### src/rtl/calpack_pkg.sv
package calpack_pkg;
  localparam int REC_W  = 8;
  localparam int WORD_W = 64;
  localparam int POS_W  = 5;
  localparam int ECL_W  = 2;
  localparam int SLOTS  = WORD_W / REC_W;
  localparam int HDR_W  = 11;

  localparam logic [3:0] PTYPE_CAL = 4'hF;
  localparam logic [2:0] PVER_CAL  = 3'd0;

  typedef struct packed {
    logic             hit;
    logic [ECL_W-1:0] ec_lo;
    logic [POS_W-1:0] pos;
  } rec_t;
endpackage

### src/rtl/cal_rec_build.sv
module cal_rec_build
  import calpack_pkg::*;
#(
  parameter int NUM_CH = 128,
  parameter int CH_W   = $clog2(NUM_CH)
) (
  input  logic [POS_W-1:0]  pos,
  input  logic [ECL_W-1:0]  ec_lo,
  input  logic [NUM_CH-1:0] hits,
  input  logic [CH_W-1:0]   chan,
  output rec_t              rec
);
  always_comb begin
    rec.hit   = hits[chan];
    rec.ec_lo = ec_lo;
    rec.pos   = pos;
  end
endmodule

### src/rtl/cal_evt_ctrl.sv
module cal_evt_ctrl #(
  parameter int CH_W = 7
) (
  input  logic            clk,
  input  logic            rst,
  input  logic            accept,
  input  logic            last,
  input  logic            cfg_en,
  input  logic [CH_W-1:0] cfg_chan,
  output logic            eff_en,
  output logic [CH_W-1:0] eff_chan
);
  logic            evt_open;
  logic            lat_en;
  logic [CH_W-1:0] lat_chan;

  assign eff_en   = evt_open ? lat_en   : cfg_en;
  assign eff_chan = evt_open ? lat_chan : cfg_chan;

  always_ff @(posedge clk) begin
    if (rst) begin
      evt_open <= 1'b0;
      lat_en   <= 1'b0;
      lat_chan <= '0;
    end else if (accept) begin
      if (!evt_open) begin
        lat_en   <= cfg_en;
        lat_chan <= cfg_chan;
      end
      evt_open <= !last;
    end
  end

  // settings stay frozen while an event is open
  assert_cfg_hold_R8: assert property (@(posedge clk) disable iff (rst)
    (evt_open && $past(evt_open)) |-> ($stable(lat_en) && $stable(lat_chan)));
endmodule

### src/rtl/cal_word_pack.sv
module cal_word_pack
  import calpack_pkg::*;
#(
  parameter int WC_W = 10
) (
  input  logic              clk,
  input  logic              rst,
  input  logic              accept,
  input  logic              last,
  input  rec_t              rec,
  input  logic              out_ready,
  output logic              out_valid,
  output logic [WORD_W-1:0] out_word,
  output logic              out_last,
  output logic [WC_W-1:0]   fin_cnt
);
  localparam int IDX_W = $clog2(SLOTS);
  localparam logic [IDX_W-1:0] IDX_MAX = IDX_W'(SLOTS - 1);

  logic [WORD_W-1:0] acc;
  logic [WORD_W-1:0] acc_ins;
  logic [IDX_W-1:0]  idx;
  logic [WC_W-1:0]   wcnt;
  logic              word_done;

  for (genvar s = 0; s < SLOTS; s++) begin : g_slot
    localparam int HI = WORD_W - 1 - s * REC_W;
    assign acc_ins[HI -: REC_W] = (idx == IDX_W'(s)) ? rec : acc[HI -: REC_W];
  end

  assign word_done = accept && (last || idx == IDX_MAX);
  assign fin_cnt   = wcnt + 1'b1;

  always_ff @(posedge clk) begin
    if (rst) begin
      acc       <= '1;
      idx       <= '0;
      wcnt      <= '0;
      out_valid <= 1'b0;
      out_word  <= '0;
      out_last  <= 1'b0;
    end else begin
      if (out_valid && out_ready) out_valid <= 1'b0;
      if (accept) begin
        if (word_done) begin
          out_word  <= acc_ins;
          out_valid <= 1'b1;
          out_last  <= last;
          acc       <= '1;
          idx       <= '0;
          wcnt      <= last ? '0 : wcnt + 1'b1;
        end else begin
          acc <= acc_ins;
          idx <= idx + 1'b1;
        end
      end
    end
  end

  // a stalled word is held unchanged
  assert_stall_hold_R9: assert property (@(posedge clk) disable iff (rst)
    (out_valid && !out_ready) |=> (out_valid && $stable(out_word) && $stable(out_last)));
  // nothing is accepted into a full output stage
  assert_no_overwrite_R9: assert property (@(posedge clk) disable iff (rst)
    (out_valid && !out_ready) |-> !accept);
  // a fresh event starts at the top slot
  assert_slot_reset_R11: assert property (@(posedge clk) disable iff (rst)
    (accept && last) |=> (idx == '0));
endmodule

### src/rtl/calpack_top.sv
module calpack_top
  import calpack_pkg::*;
#(
  parameter int  NUM_CH = 128,
  parameter int  WC_W   = 10,
  localparam int CH_W   = $clog2(NUM_CH)
) (
  input  logic              clk,
  input  logic              rst,
  input  logic              cfg_cal_en,
  input  logic [CH_W-1:0]   cfg_chan,
  input  logic              in_valid,
  output logic              in_ready,
  input  logic              in_last,
  input  logic [POS_W-1:0]  in_pos,
  input  logic [ECL_W-1:0]  in_ec_lo,
  input  logic [NUM_CH-1:0] in_hits,
  output logic              out_valid,
  input  logic              out_ready,
  output logic [WORD_W-1:0] out_word,
  output logic              out_last,
  output logic              evt_done,
  output logic [WC_W-1:0]   evt_wcnt,
  output logic [HDR_W-1:0]  hdr_evt,
  output logic [CH_W-1:0]   hdr_chan
);
  logic            accept;
  logic            eff_en;
  logic [CH_W-1:0] eff_chan;
  rec_t            rec;
  logic [WC_W-1:0] fin_cnt;

  assign in_ready = !out_valid || out_ready;
  assign accept   = in_valid && in_ready;

  cal_evt_ctrl #(.CH_W(CH_W)) u_ctrl (
    .clk      (clk),
    .rst      (rst),
    .accept   (accept),
    .last     (in_last),
    .cfg_en   (cfg_cal_en),
    .cfg_chan (cfg_chan),
    .eff_en   (eff_en),
    .eff_chan (eff_chan)
  );

  cal_rec_build #(.NUM_CH(NUM_CH), .CH_W(CH_W)) u_rec (
    .pos   (in_pos),
    .ec_lo (in_ec_lo),
    .hits  (in_hits),
    .chan  (eff_chan),
    .rec   (rec)
  );

  cal_word_pack #(.WC_W(WC_W)) u_pack (
    .clk       (clk),
    .rst       (rst),
    .accept    (accept && eff_en),
    .last      (in_last),
    .rec       (rec),
    .out_ready (out_ready),
    .out_valid (out_valid),
    .out_word  (out_word),
    .out_last  (out_last),
    .fin_cnt   (fin_cnt)
  );

  always_ff @(posedge clk) begin
    if (rst) begin
      evt_done <= 1'b0;
      evt_wcnt <= '0;
      hdr_evt  <= '0;
      hdr_chan <= '0;
    end else begin
      evt_done <= accept && in_last;
      if (accept && in_last) begin
        evt_wcnt <= eff_en ? fin_cnt : '0;
        hdr_evt  <= eff_en ? {PVER_CAL, PTYPE_CAL, 4'b0000} : '0;
        hdr_chan <= eff_en ? eff_chan : '0;
      end
    end
  end

  // calibration summary arrives together with the final word
  assert_done_with_word_R10: assert property (@(posedge clk) disable iff (rst)
    (evt_done && hdr_evt[7:4] == PTYPE_CAL) |-> (out_valid && out_last));
  // a calibration event always reports at least one word
  assert_wcnt_nonzero_R4: assert property (@(posedge clk) disable iff (rst)
    (evt_done && hdr_evt[7:4] == PTYPE_CAL) |-> (evt_wcnt != '0));
  // default-mode summary carries no words
  assert_default_zero_R6: assert property (@(posedge clk) disable iff (rst)
    (evt_done && hdr_evt == '0) |-> (evt_wcnt == '0 && hdr_chan == '0));
  // input stalls while output is blocked
  assert_in_stall_R9: assert property (@(posedge clk) disable iff (rst)
    (out_valid && !out_ready) |-> !in_ready);
endmodule

### config.mk
export PLATFORM = sky130hd
export DESIGN_NAME = calpack_top
export DESIGN_NICKNAME = d
export VERILOG_FILES = /design/src/rtl/calpack_pkg.sv /design/src/rtl/cal_rec_build.sv /design/src/rtl/cal_evt_ctrl.sv /design/src/rtl/cal_word_pack.sv /design/src/rtl/calpack_top.sv
export SDC_FILE = /design/constraint.sdc
export NUM_CORES = 1
export LEC_CHECK = 0
export ABC_AREA = 1
export BUFFER_PORTS_ARGS = -buffer_cell sky130_fd_sc_hd__buf_2
export CORE_MARGIN = 5
export CORE_UTILIZATION = 58
export CTS_BUF_LIST = sky130_fd_sc_hd__clkbuf_8
export CTS_CLUSTER_SIZE = 8
export DETAILED_ROUTE_END_ITERATION = 12
export GPL_TIMING_DRIVEN = 0
export PLACE_DENSITY = 0.88
export SYNTH_ARGS = -nofsm -noshare
export SYNTH_HDL_FRONTEND = slang
export SYNTH_SLANG_ARGS = --single-unit
### constraint.sdc
create_clock -name clk -period 4.5 [get_ports clk]
set_input_delay 0.9 -clock clk [delete_from_list [all_inputs] [get_ports clk]]
set_output_delay 0.9 -clock clk [all_outputs]
set_load 0.02 [all_outputs]
# After elaboration in Yosys (flattened, before gate mapping)
# Cells that the tools add are included.
[op_classes]
addsub = 2
shifts = 0
reduce_logical = 11
mul = 0
mux = 21
bitwise = 0
order_cmp = 1
eq_ne = 7
div_mod_pow = 0
[ops]
columns = ["operator", "count"]
rows = [
  ["$mux W8", 9],
  ["$mux W64", 1],
  ["$mux W10", 2],
  ["$mux W7", 2],
  ["$eq A3 B3 Y1 const B", 4],
  ["$add A10 B1 Y10 const B", 1],
  ["$lt A7 B8 Y1 const B", 1],
  ["$bmux W1 S7", 1],
  ["$eq A3 B2 Y1 const B", 2],
  ["$logic_and A1 B1 Y1", 5],
  ["$mux W1", 5],
  ["$add A3 B1 Y3 const B", 1],
  ["$eq A3 B1 Y1 const B", 1],
  ["$logic_not A3 Y1", 1],
  ["$mux W3", 1],
  ["$logic_not A1 Y1", 2],
  ["$logic_or A1 B1 Y1", 2],
  ["$reduce_and A2 Y1", 1],
]
[word_totals]
romBits = 0
wordCells = 55
latchBits = 0
inputBits = 148
out_inout_bits = 96
regBits = 181
ram_bits = 0
mem_count = 0

# Depth between registers and ports, before layout
# Gate-level depths: netlist (run 1).
[logic_depth]
ltp_word = 7
mapped_depth = 17
depth_no_buf = 15

# Hierarchy
# From an unflattened synthesis (run 1), not the netlist that was laid out.
[hier_totals]
cells_unflattened = 1203
hier_area_um2 = 8494.4
[by_module_without_submodules]
columns = ["mod", "cells_per_inst", "instances", "seq_area_each_um2", "area_per_inst_um2"]
rows = [
  ["cal_word_pack", 683, 1, 2862.7, 5449.0],
  ["cal_rec_build", 303, 1, 0.0, 1391.3],
  ["calpack_top", 137, 1, 380.4, 1111.1],
  ["cal_evt_ctrl", 80, 1, 180.2, 543.0],
]

# Least setup slack after synthesis (run 1)
# OpenSTA, ideal clock, no wires.
[synth_path]
path_type = "input-to-reg"
from = "input port out_ready"
to = "register u_pack.acc[28]"
t_required_ns = 4.366
arrival_time_ns = 2.338
cell_stages = 12
path_buffers = 2
slack_ns = 2.028
setup_ns = 0.134
path_cell_list = "inv_1 > nand2_1 > nand2_1 > inv_2 > nand2_2 > nor2_1 > inv_1 > nand2_1 > inv_2 > buf_2 > buf_2 > o211ai_1"
[synth_between]
elab_chain_len = 5
[synth_lines]
columns = ["element", "line", "text"]
rows = [
  ["from (decl)", "calpack_top.sv:19", "input logic out_ready,"],
  ["$logic_or A1 B1 Y1 *", "calpack_top.sv:33", "assign in_ready = !out_valid || out_ready;"],
  ["net in_ready", "calpack_top.sv:13", "output logic in_ready,"],
  ["$logic_and A1 B1 Y1 *", "calpack_top.sv:34", "assign accept = in_valid && in_ready;"],
  ["$logic_and A1 B1 Y1 *", "calpack_top.sv:58", ".accept (accept && eff_en),"],
  ["$logic_and A1 B1 Y1", "cal_word_pack.sv:31", "assign word_done = accept && (last || idx == IDX_MAX);"],
  ["$mux W64", "cal_word_pack.sv:45", "if (word_done) begin"],
  ["to (signal assigned)", "cal_word_pack.sv:53", "acc <= acc_ins;"],
  ["to (decl)", "cal_word_pack.sv:20", "logic [WORD_W-1:0] acc;"],
]
# Mark *: on every way through the listed nets, which the timed path passes. The rest lies on a longest branch.
# A chain may end at the register's enable or synchronous reset.

# Final worst setup path (run 1)
[layout_path]
from = "input port out_ready"
to = "register u_pack.out_word[30]"
[layout_between]
elab_chain_len = 5
[layout_lines]
columns = ["element", "line", "text"]
rows = [
  ["$logic_or A1 B1 Y1 *", "calpack_top.sv:33", ""],
  ["$logic_and A1 B1 Y1 *", "calpack_top.sv:34", ""],
  ["$logic_and A1 B1 Y1 *", "calpack_top.sv:58", ""],
  ["$logic_and A1 B1 Y1", "cal_word_pack.sv:31", ""],
  ["$reduce_and A2 Y1 (no line) *", "n/a", ""],
  ["to (signal assigned)", "cal_word_pack.sv:46", "out_word <= acc_ins;"],
  ["to (decl)", "cal_word_pack.sv:13", "output logic [WORD_W-1:0] out_word,"],
]
# Every way passes the cells marked *; elsewhere a longest branch is shown, timed or not.

==> impl_results.md, run 1 <==
- Worst hold path class: reg -> reg
- First-pass GRT wire length: 41.0 mm
- Setup WS post-layout: 1830 ps
- Post-DP HPWL: 19.3 mm
- CP Depth: 12
- Mapped Cells: 1208
- Reg2reg end: u_pack.out_word[30]
- Max Cap Viol: 0
- # DRC: 0
- Final setup vio count: 0
- Skew final: 18.2 ps
- Worst slew pin tran: 556 ps
- Leakage power: 5.33 nW
- Hold_sp: u_pack.acc[4]
- CP startpoint: out_ready
- Critical Path RT: 4830 ps
- Sequential area share after synthesis: 0.411
- R2R depth: 10
- CP max stage delay: 430 ps
- Sw Ratio: 0.317
- FMAX: 375 MHz
- Total Wirelength: 26.1 mm
- Crit start category: primary input
- Gpl congestion: 0.958
- Detail Route Antenna Nets: 0
- # IOs: 244
- Critical Path, Cell by Cell: buf_2, inv_1, nand2_1, nand2_1, inv_2, nand2_2, nor2_1, inv_1, nor2_2, inv_1, clkbuf_1, o21ai_0
- # placed instances: 1630
- Worst setup path class: in -> reg
- Setup crit end kind: flop
- H-tree Lvls: 4
- Die width: 130 um
- Skew-Pair Late Insertion Delay: 470 ps
- PwrDens: 336 nW/um^2
- CP endpoint: u_pack.out_word[30]
- Number of iterations in the first detailed-routing pass: 5
- Library cells used by synthesis: 35
- First DRT Iteration DRCs: 956
- Post-route insts no fill: 1662
- Final min period: 2670 ps
- RR Startpoint: u_pack.idx[0]
- Most used cell, CP: inv_1
- Gr usage total: 0.304
- Clock Power Share: 0.305
- Delay-heaviest family, CP: buffers and inverters
- CTS Buf Count: 17
- Total Power: 3.40 mW
- Fin. max-slew vios: 0
- Synth Cell Area: 8330 sq um
- Die area: 16900 sq um
- Sequential share of power: 0.481
- Vias: 9123
- Post-cts sizing count: 0
- Final Cycle Share: 0.593
- CTS tree: yes
- Avg WL per Cell: 15.7 um
- Yosys warning count: 0
- Antenna violations before repair: 0
- Initial core utilization: 0.596
- Gate power share: 0.214
- RSZ-0062 raised after global routing: no
- CTS clk-pin slew, worst paths: 90 ps
- Share of cells above drive strength 1: 0.241
- Internal power component: 2.32 mW
- Max_slew headroom: 0.629
- Cts hold-fix bufs: 0
- CP max-delay cell: clkbuf_1
- Largest net degree at the start of global routing: 17
- # diodes: 0
- FP Rows: 43
- Worst slack, placed: 1400 ps
- CTS Sinks: 171
- Setup TNS Final: 0 ps
- VDD IR-drop max: 0.000309 V
- DR vias/cell: 5.49
- Synthesis-stage register bit count: 171
- Port Buffers: 236
- Nets: 1624
- Chip height: 130 um
- Total congestion overflow: 0
- Outcome: finished clean
- Mapped Avg Cell Area: 6.90 sq um
- Max FO, Critical Path: 10
- Post-CTS setup buffers: 0
- Net Sw Power: 1.08 mW
- CTS root buf: clkbuf_8
- Crit path buffers/inverters: 6
- Core Area: 14000 sq um
- R2R setup slack: 2040 ps
- WP data arrival: 3000 ps
- CTS max path bufs: 2
- Number of global-route vias before repair: 8445
- Hold Fails Final Rpt: 0
- Area Growth Syn to Fin: 21.7%
power by group through the flow:
stage               clock, mW  sequential [mW]  combinational, mW
floorplan                   0             1.71              0.428
global placement            0             1.67              0.700
detailed placement          0             1.67              0.712
CTS                      1.04             1.64              0.717
global route             1.12             1.65              0.801
finish                   1.04             1.64              0.728
logic make-up after synthesis:
group | count (synthesis) | synth area share
flip-flops | 171 | 0.411
other | 1 | 0.000450
buffers and inverters | 225 | 0.120
AO/OA/AOI/OAI | 220 | 0.151
adder cells (fa/ha/maj) | 7 | 0.0105
XOR/XNOR | 6 | 0.00631
AND/OR/NAND/NOR | 578 | 0.300
metal layers:
metal	global-route usage	part of all wire	up-vias
li1	-	-	4403
met3	0.0655	0.085	81
met4	0.125	0.035	0
met1	0.396	0.42	4210
met5	0	0	-
met2	0.492	0.46	429
sequential cells by signal, summed over array words and instances, names as in the netlist, 3 cells and up:
register	count
u_pack.acc	64
u_pack.idx	3
u_pack.out_word	64
u_ctrl.lat_chan	7
u_pack.wcnt	10
hdr_chan	7
evt_wcnt	10
worst min path at each step:
stage	end	slack (ps)	cells after the start
final	u_pack.acc[4]	440	1
after global routing	u_pack.acc[4]	460	1
after CTS	u_pack.acc[4]	450	1
after detailed placement	u_pack.acc[4]	420	1
after global placement	u_pack.acc[0]	420	1
after floorplan	u_pack.acc[0]	410	1
layout make-up:
type                            count  area (sq um)
Inverter                          143           539
Fill cell                        1174          3850
Clock buffer                       19           262
Tap cell                          180           225
Buffer                             82           462
Sequential cell                   171          3420
Multi-Input combinational cell    818          3930
Clock inverter                     13           116
Timing Repair Buffer              236          1180
cells in the final DEF, fill, tap and decap left out, drive strengths merged:
master,netlist,routed
dfxtp,171,171
bufinv,0,1
a22o,4,4
ha,7,7
o211ai,46,46
clkinvlp,0,2
conb,1,7
nand2,375,375
a211oi,2,2
nor3,1,1
clkbuf,33,52
o31ai,1,1
o22ai,2,2
nand3,163,163
a21oi,21,21
nand3b,5,5
clkinv,0,4
xor2,6,6
or2,15,15
o21ai,144,144
inv,143,149
nand4,2,2
buf,49,285
nor2,17,17
synthesized netlist by cell type (all sizes together):
cell type,instances,area share
nand2,375,0.17
dfxtp,171,0.41
nand3,163,0.099
o21ai,144,0.088
inv,143,0.065
buf,49,0.041
o211ai,46,0.042
clkbuf,33,0.015
a21oi,21,0.013
nor2,17,0.0092
or2,15,0.011
ha,7,0.011
xor2,6,0.0063
nand3b,5,0.0045
a22o,4,0.0042
a211oi,2,0.0018
nand4,2,0.0015
o22ai,2,0.0015
conb,1,0.00045
nor3,1,0.00060
o31ai,1,0.00090
stage by stage:
step	utilization	cell area (sq um)	hold WS, ps
after floorplan	-	8360	411
after global placement	0.698	9760	420
after detailed placement	0.698	9760	424
after CTS	0.725	10100	446
after global routing	0.725	10100	459
final	0.725	10100	444
(Power assumes the default switching activity.)
==> run 2, diff against run 1 <==
--- a/config.mk
+++ b/config.mk
@@ -8,12 +8,12 @@
 export ABC_AREA = 1
 export BUFFER_PORTS_ARGS = -buffer_cell sky130_fd_sc_hd__buf_2
 export CORE_MARGIN = 5
-export CORE_UTILIZATION = 58
+export CORE_UTILIZATION = 54
 export CTS_BUF_LIST = sky130_fd_sc_hd__clkbuf_8
 export CTS_CLUSTER_SIZE = 8
 export DETAILED_ROUTE_END_ITERATION = 12
 export GPL_TIMING_DRIVEN = 0
-export PLACE_DENSITY = 0.88
+export PLACE_DENSITY = 0.83
 export SYNTH_ARGS = -nofsm -noshare
 export SYNTH_HDL_FRONTEND = slang
 export SYNTH_SLANG_ARGS = --single-unit
==> constraint.sdc (replaced) <==
create_clock -name clk -period 2.63 [get_ports clk]
set_input_delay 0.526 -clock clk [delete_from_list [all_inputs] [get_ports clk]]
set_output_delay 0.526 -clock clk [all_outputs]
set_load 0.02 [all_outputs]
==> impl_results.md, run 2 (same netlist as run 1, synthesis figures left out) <==
- Outcome: finished clean
- Chip height: 134 um (+3.4%)
- Regs by FF count: u_pack.acc x64, u_pack.out_word x64
- Post-route cell area: 10200 sq um (+0.16%)
- Worst slack, placed: -97.0 ps (-1500 ps)
- Hold_sp: rst
- CP max stage delay: 350 ps (-80 ps)
- WP data arrival: 2720 ps (-280 ps)
- Sw Ratio: 0.322 (+0.00468)
- First-pass GRT wire length: 41.0 mm (about the same)
- Largest net degree at the start of global routing: 17 (unchanged)
- CTS clk-pin slew, worst paths: 90 ps (about the same)
- Share of cells above drive strength 1: 0.242 (+0.000838)
- Cell Area, Placed: 9770 sq um (+0.10%)
- Avg WL per Cell: 15.3 um (-2.7%)
- Max FO, Critical Path: 10 (unchanged)
- R2R depth: 11 (+1)
- Detail Route Antenna Nets: 0 (unchanged)
- FMAX: 421 MHz
- CTS Buf Count: 17 (unchanged)
- Leakage power: 5.34 nW (+0.14%)
- Total congestion overflow: 0 (unchanged)
- Setup WS post-layout: 256 ps (-1580 ps)
- Final setup vio count: 0 (unchanged)
- Critical Path, Cell by Cell: nand2_1, nand2_1, inv_2, nand2_2, nor2_1, inv_1, nand2_1, inv_2, buf_2, buf_2, o211ai_1
- Reg2reg end: u_pack.acc[59]
- Number of global-route vias before repair: 8322 (-1.5%)
- Hold EP: u_pack.wcnt[2]
- Area Growth Syn to Fin: 21.9%
- CTS max path bufs: 2 (unchanged)
- CTS root buf: clkbuf_8
- Core Area: 15100 sq um (+8.3%)
- # DRC: 0 (unchanged)
- Total Wirelength: 25.5 mm (-2.2%)
- CP max-delay cell: dfxtp_1
- Skew-Pair Late Insertion Delay: 480 ps (about the same)
- Post-DP HPWL: 19.4 mm (+0.41%)
- Antenna violations before repair: 2 (+2)
- FP Rows: 45 (+4.7%)
- Port Buffers: 236 (unchanged)
- Skew final: 16.4 ps (-1.82 ps)
- Gr usage total: 0.281 (-0.0224)
- Post-CTS setup buffers: 0 (unchanged)
- Final min period: 2370 ps
- Max_slew headroom: 0.617 (-0.0118)
- # IOs: 244 (unchanged)
- Vias: 8866 (-2.8%)
- Hold Fails Final Rpt: 0 (unchanged)
- Crit start category: flop
- Cts hold-fix bufs: 0 (unchanged)
- CTS tree: yes
- Fin. max-slew vios: 0 (unchanged)
- WHS: 313 ps (-131 ps)
- RSZ-0062 raised after global routing: no
- VDD IR-drop max: 0.000461 V (+49%)
- Commonest non-fill, non-tap cell in the layout: nand2_1
- Number of iterations in the first detailed-routing pass: 5 (unchanged)
- Initial core utilization: 0.550 (-0.0455)
- Hold Crit Depth: 2 (+1)
- R2R setup slack: 260 ps (-1780 ps)
- Gpl congestion: 0.925 (-3.4%)
- Final Cycle Share: 0.903
- Clock Power Share: 0.306 (about the same)
- Most frequent cells in the layout: 361 x nand2_1, 263 x buf_2, 171 x dfxtp_1
- DR vias/cell: 5.31 (-3.3%)
- Net Sw Power: 1.87 mW (+73%)
- Setup crit end kind: flop
- Die area: 18000 sq um (+6.8%)
- CTS Sinks: 171 (unchanged)
- Sequential share of power: 0.482 (about the same)
- Gate power share: 0.212 (-0.002)
- Internal power component: 3.93 mW (+69%)
- Worst setup path class: reg -> reg
- Most used cell, CP: nand2_1
- Die width: 134 um (+3.4%)
- Worst hold path class: in -> reg
- Nets: 1623 (-0.062%)
- Max Cap Viol: 0 (unchanged)
- First DRT Iteration DRCs: 773 (-19%)
- Worst slew pin tran: 568 ps (+11.7 ps)
- FILL cells: 1381 (+18%)
- H-tree Lvls: 4 (unchanged)
- RR Startpoint: u_pack.out_valid
- PwrDens: 571 nW/um^2 (+70%)
- Critical Path RT: 2980 ps (-1850 ps)
==> run 2: worst max path at each step <==
stage / cells after the start / slack (ps) / start / to
floorplan: 12 / 530 / out_ready / u_pack.acc[28]
global placement: 12 / -70 / out_ready / u_pack.out_word[27]
detailed placement: 12 / -100 / out_ready / u_pack.out_word[27]
CTS: 10 / 190 / u_pack.idx[0] / u_pack.out_word[27]
global route: 11 / 8 / u_pack.out_valid / u_pack.acc[59]
finish: 11 / 260 / u_pack.out_valid / u_pack.acc[59]
==> run 2: worst max-delay path: cells and delay by family, from the launching register on <==
family / cells / cell delay [ps]
compound gates: 1 / 130
buf+inv: 5 / 950
flops: 1 / 350
simple gates: 5 / 790
==> run 2: power by group through the flow <==
stage                     clock network [mW]  logic, mW  registers (mW)
after floorplan                            0      0.733            2.92
after global placement                     0       1.20            2.85
after detailed placement                   0       1.21            2.85
after CTS                               1.80       1.22            2.80
after global routing                    1.91       1.37            2.81
final                                   1.77       1.23            2.80
==> run 2: through the flow <==
stage,setup TNS (ps),power [mW],utilization,cells
after global routing,0,6.09,0.671,1671
after global placement,-706,4.05,0.645,1638
final,0,5.80,0.671,1671
after detailed placement,-2250,4.07,0.645,1638
after floorplan,0,3.66,-,1214
after CTS,0,5.82,0.670,1670
==> run 2: final cells by class <==
type                    instances  area (sq um)  area share
clock inverters                15           145      0.0143
diodes                          2          5.00    0.000493
multi-input cells             818          3930       0.387
inverters                     143           539      0.0531
plain buffers                  81           462      0.0455
well taps                     188           235      0.0232
repair buffers                236          1180       0.116
clock buffers                  17           234      0.0230
flip-flops and latches        171          3420       0.337
==> run 2: timing repair <==
item / 4_1_cts / 5_1_grt
setup endpoints to repair: 0 / 40
hold endpoints to repair: 0 / 0
resized for setup: 0 / 6
==> run 2: per-layer routing <==
layer,global-route usage,vias to the layer above,share of wire
met5,0,-,0
met1,0.350,4020,0.41
met2,0.470,380,0.47
li1,-,4409,-
met3,0.0701,57,0.083
met4,0.109,0,0.029
==> run 3, diff against run 2 <==
--- a/config.mk
+++ b/config.mk
@@ -7,13 +7,13 @@
 export LEC_CHECK = 0
 export ABC_AREA = 1
 export BUFFER_PORTS_ARGS = -buffer_cell sky130_fd_sc_hd__buf_2
-export CORE_MARGIN = 5
-export CORE_UTILIZATION = 54
+export CORE_MARGIN = 4
+export CORE_UTILIZATION = 49
 export CTS_BUF_LIST = sky130_fd_sc_hd__clkbuf_8
 export CTS_CLUSTER_SIZE = 8
 export DETAILED_ROUTE_END_ITERATION = 12
 export GPL_TIMING_DRIVEN = 0
-export PLACE_DENSITY = 0.83
+export PLACE_DENSITY = 0.79
 export SYNTH_ARGS = -nofsm -noshare
 export SYNTH_HDL_FRONTEND = slang
 export SYNTH_SLANG_ARGS = --single-unit
==> constraint.sdc (replaced) <==
create_clock -name clk -period 2.17 [get_ports clk]
set_input_delay 0.434 -clock clk [delete_from_list [all_inputs] [get_ports clk]]
set_output_delay 0.434 -clock clk [all_outputs]
set_load 0.02 [all_outputs]
==> impl_results.md, run 3 (same netlist as run 1, synthesis figures left out) <==
- Setup crit end kind: flop
- Worst hold path class: in -> reg
- Die area: 19200 sq um (+6.3%)
- Total Power: 7.59 mW (+31%)
- Post-DP HPWL: 19.2 mm (-1.1%)
- R2R setup slack: 2 ps (-250 ps)
- Nets: 1642 (+1.2%)
- CP max stage delay: 340 ps (about the same)
- CTS tree: yes
- Crit path buffers/inverters: 4 (-1)
- First-pass GRT wire length: 41.3 mm (+0.76%)
- CP max-delay cell: dfxtp_2
- Avg WL per Cell: 15.9 um (+3.9%)
- Number of global-route vias before repair: 8303 (-0.23%)
- RSZ-0062 raised after global routing: yes
- Area Growth Syn to Fin: 31.5%
- Number of iterations in the first detailed-routing pass: 5 (unchanged)
- CTS Buf Count: 17 (unchanged)
- Total congestion overflow: 0 (unchanged)
- Chip height: 138 um (+3.1%)
- Leakage power: 5.66 nW (+6.0%)
- H-tree Lvls: 4 (unchanged)
- CTS Sinks: 171 (unchanged)
- Regs by FF count: u_pack.acc x64, u_pack.out_word x64
- Share of cells above drive strength 1: 0.286 (+0.0443)
- Port Buffers: 236 (unchanged)
- CTS clk-pin slew, worst paths: 90 ps (about the same)
- Worst setup path class: reg -> reg
- Post-route insts no fill: 1722 (+3.1%)
- WP data arrival: 2520 ps (-200 ps)
- FP Rows: 47 (+4.4%)
- DR vias/cell: 5.37 (+1.3%)
- Final min period: 2170 ps (-206 ps)
- Total Wirelength: 27.3 mm (+7.1%)
- PwrDens: 692 nW/um^2 (+21%)
- # placed instances: 1670 (+2.0%)
- Skew final: 9.38 ps (-7.00 ps)
- Most frequent cells in the layout: 358 x nand2_1, 242 x buf_2, 169 x dfxtp_1
- Max Cap Viol: 0 (unchanged)
- Gr usage total: 0.258 (-0.0229)
- Gpl congestion: 0.933 (+0.84%)
- FMAX: 461 MHz (+9.5%)
- Largest net degree at the start of global routing: 17 (unchanged)
- VDD IR-drop max: 0.000466 V (+1.0%)
- Critical Path RT: 2520 ps (-460 ps)
- Commonest non-fill, non-tap cell in the layout: nand2_1
- Final setup vio count: 0 (unchanged)
- Crit start category: flop
- CTS max path bufs: 2 (unchanged)
- FILL cells: 1416 (+2.5%)
- Fin. max-slew vios: 0 (unchanged)
- Vias: 9251 (+4.3%)
- CTS root buf: clkbuf_8
- WHS: 274 ps (-39.4 ps)
- Cts hold-fix bufs: 0 (unchanged)
- Max_slew headroom: 0.624 (+0.00716)
- Outcome: finished clean
- Die width: 138 um (+3.1%)
- Setup WS post-layout: 1.69 ps (-254 ps)
- # DRC: 0 (unchanged)
- Final Cycle Share: 0.999 (+0.0966)
- Worst slack, placed: -493 ps (-396 ps)
- # IOs: 244 (unchanged)
- Worst slew pin tran: 557 ps (-10.6 ps)
- Hold Fails Final Rpt: 0 (unchanged)
- First DRT Iteration DRCs: 864 (+12%)
- Detail Route Antenna Nets: 0 (unchanged)
- Initial core utilization: 0.501 (-0.0495)
- Critical Path, Cell by Cell: buf_12, inv_8, nand2_8, nand2_8, clkbuf_16, buf_8, nand2_1, nand3_1, nand3_1, nand3_2, nand3_1, nand3_2, nand3_4, nand2_8, nand2_2, nand3_2, nand2_1
- Antenna violations before repair: 2 (unchanged)
- Delay-heaviest family, CP: simple AND/OR/NAND/NOR gates
- Max FO, Critical Path: 8 (-2)
- Core Area: 16600 sq um (+9.9%)
- Skew-Pair Late Insertion Delay: 460 ps (-20 ps)
-- run 3: cell types whose count changed in the layout (fill, tap and decap cells not counted), moves of 4 or more --
cell / previous run / this run
buf_12: 0 / 4
buf_2: 263 / 242
buf_4: 10 / 34
buf_8: 0 / 6
clkbuf_1: 29 / 24
clkbuf_16: 0 / 6
clkbuf_4: 0 / 4
inv_1: 141 / 137
nand2_8: 0 / 4
nand3_1: 161 / 126
nand3_2: 2 / 35
-- run 3: metrics by stage --
stage	utilization	TNS (ps)	area (sq um)
5_1_grt	0.659	-722	11000
4_1_cts	0.620	0	10300
3_3_place_gp	0.590	-45340	9810
6_report	0.659	0	11000
3_5_place_dp	0.590	-47290	9810
2_1_floorplan	-	0	8360
-- run 3: final cells by class --
cell class,count,area [sq um],share of cell area
diodes,2,5.00,0.000457
plain buffers,81,593,0.0541
clock buffers,19,262,0.0239
clock inverters,13,165,0.0151
inverters,143,547,0.0499
multi-input cells,818,4240,0.387
flip-flops and latches,171,3430,0.313
well taps,220,275,0.0251
repair buffers,255,1450,0.132
-- run 3: what timing repair did --
item                                    CTS  global route
pin swaps                                 3            17
buffers inserted                          1             9
gates cloned                              1             8
endpoints found under the setup margin  130           130
resized for setup                        25           108
-- run 3: worst reg2reg max path, stage by stage (launching register included) --
cell,delay [ps]
dfxtp_2,340
buf_12,150
inv_8,70
nand2_8,70
nand2_8,90
clkbuf_16,160
buf_8,100
nand2_1,60
nand3_1,110
nand3_1,110
nand3_2,90
nand3_1,110
nand3_2,130
nand3_4,90
nand2_8,150
nand2_2,110
nand3_2,90
nand2_1,60
-- run 3: path summary, 6_finish.rpt --
path | end | startpoint | cells after the start
hold reg to reg | u_pack.acc[1] | u_pack.acc[1] | 1
setup reg to reg | u_pack.acc[63] | u_ctrl.evt_open | 17
setup / recovery | u_pack.acc[63] | u_ctrl.evt_open | 17
hold / removal | u_pack.out_valid | rst | 2
-- run 3: power breakdown --
group          total, mW  internal [mW]  switching, mW  leakage [nW]
Sequential          3.40           3.31         0.0882          1.40
Clock               2.41           1.21           1.20         0.222
Combinational       1.78          0.692           1.09          4.04
Total               7.59           5.21           2.37          5.66
-- run 3: routing by layer --
metal | vias up | track usage | share of wire
li1 | 4451 | - | -
met1 | 4243 | 0.342 | 0.42
met2 | 481 | 0.422 | 0.47
met3 | 76 | 0.0566 | 0.083
met4 | 0 | 0.0832 | 0.030
met5 | - | 0 | 0
